<file path="src/rtl/ecap_pkg.sv">
// Package: shared constants and helpers for the pin-event capture unit.
// Assumes a two-bit register address and four-bit mode codes.
package ecap_pkg;
    localparam logic [3:0] MODE_FALL    = 4'b0100;
    localparam logic [3:0] MODE_RISE    = 4'b0101;
    localparam logic [3:0] MODE_RISE_LO = 4'b0110;
    localparam logic [3:0] MODE_RISE_HI = 4'b0111;

    localparam logic [1:0] ADDR_CTRL = 2'd0;
    localparam logic [1:0] ADDR_CAPL = 2'd1;
    localparam logic [1:0] ADDR_CAPH = 2'd2;
    localparam logic [1:0] ADDR_FLAG = 2'd3;

    // True when the mode code uses the rising-edge divider.
    function automatic logic mode_divided(input logic [3:0] m);
        return (m == MODE_RISE_LO) || (m == MODE_RISE_HI);
    endfunction
endpackage

</file>
<file path="src/rtl/ecap_sync_edge.sv">
// Module: brings the asynchronous pin into the clock domain through a
// flop chain and produces single-cycle rise and fall strobes.
// Assumes SYNC_STAGES >= 2 and a pin that is low when reset releases.
module ecap_sync_edge #(
    parameter int SYNC_STAGES = 2
) (
    input  logic clk,
    input  logic rst_n,
    input  logic pin,
    output logic rise,
    output logic fall
);
    localparam int TOP = SYNC_STAGES - 1;

    logic [SYNC_STAGES-1:0] chain;
    logic                   prev;

    // Shift the pin through the synchroniser chain.
    always_ff @(posedge clk) begin
        if (!rst_n) chain <= '0;
        else        chain <= {chain[TOP-1:0], pin};
    end

    // Hold the previous synchronised level for edge comparison.
    always_ff @(posedge clk) begin
        if (!rst_n) prev <= 1'b0;
        else        prev <= chain[TOP];
    end

    // Edge strobes from current against previous level.
    always_comb begin
        rise = chain[TOP] & ~prev;
        fall = ~chain[TOP] & prev;
    end
endmodule

</file>
<file path="src/rtl/ecap_prescale.sv">
// Module: decodes the mode code, counts rising edges for the divided
// modes and registers a one-cycle capture event.
// Assumes DIV_HI >= DIV_LO >= 2; a mode write clears the count.
module ecap_prescale
    import ecap_pkg::*;
#(
    parameter int DIV_LO = 4,
    parameter int DIV_HI = 16,
    localparam int CNT_W = $clog2(DIV_HI)
) (
    input  logic             clk,
    input  logic             rst_n,
    input  logic [3:0]       mode,
    input  logic             mode_wr,
    input  logic             rise,
    input  logic             fall,
    output logic             cap_evt,
    output logic [CNT_W-1:0] cnt
);
    localparam logic [CNT_W-1:0] LAST_LO = CNT_W'(DIV_LO - 1);
    localparam logic [CNT_W-1:0] LAST_HI = CNT_W'(DIV_HI - 1);

    logic hit;
    logic wrap;

    // Decide whether this edge qualifies under the current mode.
    always_comb begin
        wrap = 1'b0;
        case (mode)
            MODE_FALL:    hit = fall;
            MODE_RISE:    hit = rise;
            MODE_RISE_LO: begin wrap = (cnt == LAST_LO); hit = rise & wrap; end
            MODE_RISE_HI: begin wrap = (cnt == LAST_HI); hit = rise & wrap; end
            default:      hit = 1'b0;
        endcase
    end

    // Count rising edges in divided modes; restart on mode writes.
    always_ff @(posedge clk) begin
        if (!rst_n)                        cnt <= '0;
        else if (mode_wr)                  cnt <= '0;
        else if (rise && mode_divided(mode)) cnt <= wrap ? '0 : cnt + 1'b1;
    end

    // Register the event so capture happens one cycle after detection.
    always_ff @(posedge clk) begin
        if (!rst_n) cap_evt <= 1'b0;
        else        cap_evt <= hit;
    end
endmodule

</file>
<file path="src/rtl/ecap_regs.sv">
// Module: control, capture and flag registers plus the byte read mux.
// Assumes TMR_W is exactly twice DATA_W; capture beats software writes.
module ecap_regs
    import ecap_pkg::*;
#(
    parameter int TMR_W  = 16,
    parameter int DATA_W = 8
) (
    input  logic              clk,
    input  logic              rst_n,
    input  logic              wr,
    input  logic [1:0]        addr,
    input  logic [DATA_W-1:0] wdata,
    input  logic              cap_evt,
    input  logic [TMR_W-1:0]  tmr_a,
    input  logic [TMR_W-1:0]  tmr_b,
    output logic [3:0]        mode,
    output logic              tsel,
    output logic              mode_wr,
    output logic [TMR_W-1:0]  cap_val,
    output logic              flag,
    output logic [DATA_W-1:0] rdata
);
    localparam int HALF = TMR_W / 2;

    // Decode the control write strobe.
    always_comb mode_wr = wr && (addr == ADDR_CTRL);

    // Control register: mode code and timer select.
    always_ff @(posedge clk) begin
        if (!rst_n) begin
            mode <= '0;
            tsel <= 1'b0;
        end else if (mode_wr) begin
            mode <= wdata[3:0];
            tsel <= wdata[4];
        end
    end

    // Capture register: event load wins over byte writes.
    always_ff @(posedge clk) begin
        if (!rst_n)                              cap_val <= '0;
        else if (cap_evt)                        cap_val <= tsel ? tmr_b : tmr_a;
        else if (wr && addr == ADDR_CAPL)        cap_val[HALF-1:0] <= wdata;
        else if (wr && addr == ADDR_CAPH)        cap_val[TMR_W-1:HALF] <= wdata;
    end

    // Sticky flag: set by capture, loaded by software otherwise.
    always_ff @(posedge clk) begin
        if (!rst_n)                       flag <= 1'b0;
        else if (cap_evt)                 flag <= 1'b1;
        else if (wr && addr == ADDR_FLAG) flag <= wdata[0];
    end

    // Read multiplexer over the four byte registers.
    always_comb begin
        case (addr)
            ADDR_CTRL: rdata = {{(DATA_W-5){1'b0}}, tsel, mode};
            ADDR_CAPL: rdata = cap_val[HALF-1:0];
            ADDR_CAPH: rdata = cap_val[TMR_W-1:HALF];
            default:   rdata = {{(DATA_W-1){1'b0}}, flag};
        endcase
    end
endmodule

</file>
<file path="src/rtl/edge_capture_unit.sv">
// Module: top of the pin-event timer capture unit. Chains synchroniser,
// event qualifier and register file; the interrupt mirrors the flag.
// Assumes timer buses are already in this clock domain.
module edge_capture_unit #(
    parameter int TMR_W       = 16,
    parameter int DATA_W      = 8,
    parameter int SYNC_STAGES = 2,
    parameter int DIV_LO      = 4,
    parameter int DIV_HI      = 16
) (
    input  logic              clk,
    input  logic              rst_n,
    input  logic              cap_pin,
    input  logic [TMR_W-1:0]  tmr_a,
    input  logic [TMR_W-1:0]  tmr_b,
    input  logic              reg_wr,
    input  logic [1:0]        reg_addr,
    input  logic [DATA_W-1:0] reg_wdata,
    output logic [DATA_W-1:0] reg_rdata,
    output logic              cap_irq
);
    localparam int CNT_W = $clog2(DIV_HI);

    logic             pin_rise;
    logic             pin_fall;
    logic             cap_evt;
    logic [CNT_W-1:0] presc_cnt;
    logic [3:0]       mode;
    logic             tsel;
    logic             mode_wr;
    logic [TMR_W-1:0] cap_val;
    logic             flag;

    ecap_sync_edge #(.SYNC_STAGES(SYNC_STAGES)) u_sync (
        .clk(clk), .rst_n(rst_n), .pin(cap_pin),
        .rise(pin_rise), .fall(pin_fall)
    );

    ecap_prescale #(.DIV_LO(DIV_LO), .DIV_HI(DIV_HI)) u_presc (
        .clk(clk), .rst_n(rst_n), .mode(mode), .mode_wr(mode_wr),
        .rise(pin_rise), .fall(pin_fall), .cap_evt(cap_evt), .cnt(presc_cnt)
    );

    ecap_regs #(.TMR_W(TMR_W), .DATA_W(DATA_W)) u_regs (
        .clk(clk), .rst_n(rst_n), .wr(reg_wr), .addr(reg_addr),
        .wdata(reg_wdata), .cap_evt(cap_evt), .tmr_a(tmr_a), .tmr_b(tmr_b),
        .mode(mode), .tsel(tsel), .mode_wr(mode_wr), .cap_val(cap_val),
        .flag(flag), .rdata(reg_rdata)
    );

    // Interrupt request follows the sticky flag.
    always_comb cap_irq = flag;
endmodule

</file>
<file path="config.mk">
export PLATFORM = sky130hd
export DESIGN_NAME = edge_capture_unit
export DESIGN_NICKNAME = d
export VERILOG_FILES = /design/src/rtl/ecap_pkg.sv /design/src/rtl/ecap_sync_edge.sv /design/src/rtl/ecap_prescale.sv /design/src/rtl/ecap_regs.sv /design/src/rtl/edge_capture_unit.sv
export SDC_FILE = /design/constraint.sdc
export NUM_CORES = 1
export LEC_CHECK = 0
export ABC_AREA = 1
export BUFFER_PORTS_ARGS = -buffer_cell sky130_fd_sc_hd__buf_4
export CAP_MARGIN = 15
export CELL_PAD_IN_SITES_DETAIL_PLACEMENT = 1
export CELL_PAD_IN_SITES_GLOBAL_PLACEMENT = 1
export CORE_UTILIZATION = 34
export CTS_BUF_LIST = sky130_fd_sc_hd__clkbuf_16
export DETAILED_ROUTE_END_ITERATION = 6
export GPL_TIMING_DRIVEN = 0
export PLACE_DENSITY = 0.8
export SYNTH_ARGS = -nofsm -noshare
export SYNTH_HDL_FRONTEND = slang
export SYNTH_SLANG_ARGS = --single-unit
</file>
<file path="constraint.sdc">
create_clock -name clk -period 1.2 [get_ports clk]
set_input_delay 0 -clock clk [delete_from_list [all_inputs] [get_ports clk]]
set_output_delay 0 -clock clk [all_outputs]
set_load 0.05 [all_outputs]
</file>
==> impl_metrics.py <==
metrics = {
    "pwr": {
        "pwr-share-clk": 0.430,
        "pwr-share-seq": 0.384,
        "comb_power_share": 0.186,
        "p_per_area_mw_per_mm2": 1110,
        "power_leakage_uw": 0.00117,
        "ir_drop_mv": 0.531,
        "switching_share": 0.275,
        "power.switching_uw": 765,
        "p_int_uw": 2020,
    },
    "status": {
        "status": "finished, violations left",
        "violations": "negative setup slack",
    },
    "timing": {
        "setup_ws_ns": -0.0250,
        "rsz0062_at_grt": "yes",
        "clock-skew-final_ns": 0.00554,
        "slew-limit-headroom": 0.693,
        "fin_crit_sh": 1.02,
        "drv_slew": 0,
        "setup_viol": 1,
        "whs_ns": 0.0223,
        "tightest_slew_ns": 0.460,
        "fmax_mhz": 816,
        "finalHoldViolCount": 0,
        "fin_crit_ns": 1.22,
    },
    "logic_synthesis": {
        "syn_nets": 298,
        "syn_area_mm2": 0.00168,
        "yosys_warnings": 0,
        "synth_cell_types": 26,
        "postSynthCellCount": 251,
        "seq_area_frac_synth": 0.358,
        "synth.avg_cell_area_um2": 6.69,
        "ys_ff_latch": 30,
    },
    "global_routing": {
        "grt_max_degree": 18,
        "grt_pass1_vias": 2037,
        "antenna_found_initial": 0,
        "grt_pass1_wl_um": 9430,
        "track_usage": 0.240,
        "grt-ovfl-total": 0,
    },
    "clock_tree": {
        "cts-htree-levels": 2,
        "cts_inserted_buffers": 5,
        "cts_sinks": 30,
        "cts_max_path_buffers": 2,
        "tritoncts": "done",
        "clk_pin_slew_ns": 0.06,
        "insertion_delay_ns": 0.28,
        "clock-root-buffer": "clkbuf_16",
    },
    "floorplanning": {
        "die_w_um": 72.3,
        "dieHeight_um": 72.3,
        "ios": 55,
        "fp-row-count": 25,
        "dieArea_mm2": 0.00522,
        "core_area_mm2": 0.00472,
        "start_util": 0.355,
    },
    "layout": {
        "fillerInstances": 623,
        "finalNetCount": 369,
        "drive_above_1_share": 0.344,
        "syn2layout_area_growth_pct": 49.1,
        "antenna_cells": 0,
        "fin_util": 0.530,
    },
    "detailed_routing": {
        "drc": 0,
        "ant_nets": 0,
        "dr.max_layer_used": "met4",
        "met1_length_um": 2660,
        "wl_per_cell_um": 16.3,
        "vias_per_cell": 5.09,
        "first_pass_iters": 4,
        "drt_wl_total_um": 6360,
        "vias": 1987,
        "wl_met2_um": 3320,
        "first_iter_violations": 80,
        "wl_met3_um": 260,
    },
    "placed_design": {
        "portBuffers": 54,
        "dpl.hpwl_um": 4100,
        "gp_congestion": 0.770,
    },
    "min_path": {
        "holdPathStages": 3,
        "worstHoldPathType": "input pin to register",
    },
    "setup_path": {
        "arrival_ns": 1.22,
        "endpoint_kind": "output pin",
        "critPathKind": "register to output pin",
        "critPathRequiredTime_ns": 1.20,
        "reg2reg_depth": 5,
        "cp_max_fo": 5,
        "cp-start-kind": "register",
    },
    "job": {
        "max_cap_violations": 0,
    },
}
==> sequential cells by signal, summed over array words and instances (netlist names) <==
register / count
u_regs.cap_val: 16
u_sync.chain: 2
u_presc.cnt: 4
u_regs.mode: 4
u_regs.flag: 1
u_sync.prev: 1
u_presc.cap_evt: 1
u_regs.tsel: 1
==> kinds of logic after synthesis <==
kind of cell | count (synthesis) | share of synthesized area
AOI/OAI and AO/OA | 73 | 0.251
xor gates and xnor gates | 1 | 0.00522
adders and majority gates | 1 | 0.00745
buffers and inverters | 37 | 0.106
DFF | 30 | 0.358
and+or+nand+nor | 109 | 0.273
==> per-stage QoR <==
step	cell area (um^2)	instances	setup TNS (ns)	total power, uW	setup slack (ns)
2_1_floorplan	1700	251	-0.176	1350	-0.176
3_3_place_gp	2190	372	-2.45	1560	-0.208
3_5_place_dp	2190	372	-2.77	1570	-0.249
4_1_cts	2440	388	-0.0145	2750	-0.0145
5_1_grt	2500	390	-0.151	2870	-0.0264
6_report	2500	390	-0.0250	2780	-0.0250
==> routing by layer <==
layer,up-vias,track usage
met5,-,0
met4,0,0.0828
met3,12,0.0514
met2,56,0.441
met1,965,0.272
li1,954,-
==> power by group through the flow <==
stage	registers (uW)	logic (uW)	clock network (uW)
finish	1070	518	1200
global route	1070	564	1240
CTS	1070	501	1180
detailed placement	1090	479	0
global placement	1090	471	0
floorplan	1090	265	0
==> cell usage after synthesis <==
library cell	number	area, um^2
buf_4	2	15.0
nor2_2	1	6.26
xnor2_1	1	8.76
inv_2	3	11.3
nand2_2	2	12.5
o2111ai_1	1	8.76
a21oi_2	4	35.0
ha_1	1	12.5
a22o_1	3	26.3
o21ai_2	4	35.0
o21ai_1	5	25.0
nand2_1	74	278
dfxtp_1	30	601
nor2_4	2	22.5
o211ai_1	4	30.0
a21oi_1	34	170
buf_8	1	15.0
o21ai_0	17	85.1
buf_2	3	15.0
nor2_1	19	71.3
nand3_1	9	45.0
nand2_4	2	22.5
inv_1	24	90.1
a31oi_1	1	6.26
buf_12	1	20.0
clkbuf_1	3	11.3
==> repair_timing <==
item,in CTS,in global routing
endpoints found under the hold margin,4,0
hold buffers,4,0
endpoints found under the setup margin,23,16
buffers inserted,6,2
pin swaps,4,5
resized for setup,11,18
==> cell usage in the layout, fill, tap and decap left out, drive strengths merged <==
master / instances
o211ai: 4
xnor2: 1
dfxtp: 30
o2111ai: 1
a22o: 3
o21ai: 26
clkinv: 2
nand3: 9
a21oi: 38
dlygate4sd3: 4
ha: 1
clkbuf: 8
nor2: 22
inv: 28
nand2: 78
buf: 67
a31oi: 1
==> area by class of cell <==
cell class	instances	area [um^2]	share of cell area
multi-input cells	184	951	0.380
clock buffers	5	125	0.0500
plain buffers	8	81.3	0.0325
clock inverters	3	12.5	0.00500
well taps	67	83.8	0.0335
repair buffers	66	522	0.208
inverters	27	114	0.0455
flip-flops and latches	30	614	0.245
==> path summary, 6_finish.rpt <==
kind                            slack, ns       startpoint         endpoint
worst max register to register       0.02  u_sync.chain[1]   u_presc.cnt[0]
worst max-delay path                -0.02      u_regs.tsel     reg_rdata[4]
worst min register to register       0.41  u_sync.chain[0]  u_sync.chain[1]
worst min-delay path                 0.02     reg_wdata[1]   u_regs.mode[1]
==> worst max-delay path: stages (launching register included) <==
cell	delay [ns]
dfxtp_2	0.33
buf_8	0.12
inv_12	0.04
o211ai_1	0.21
buf_4	0.24
Note: power is estimated with default switching activity, not from simulation.
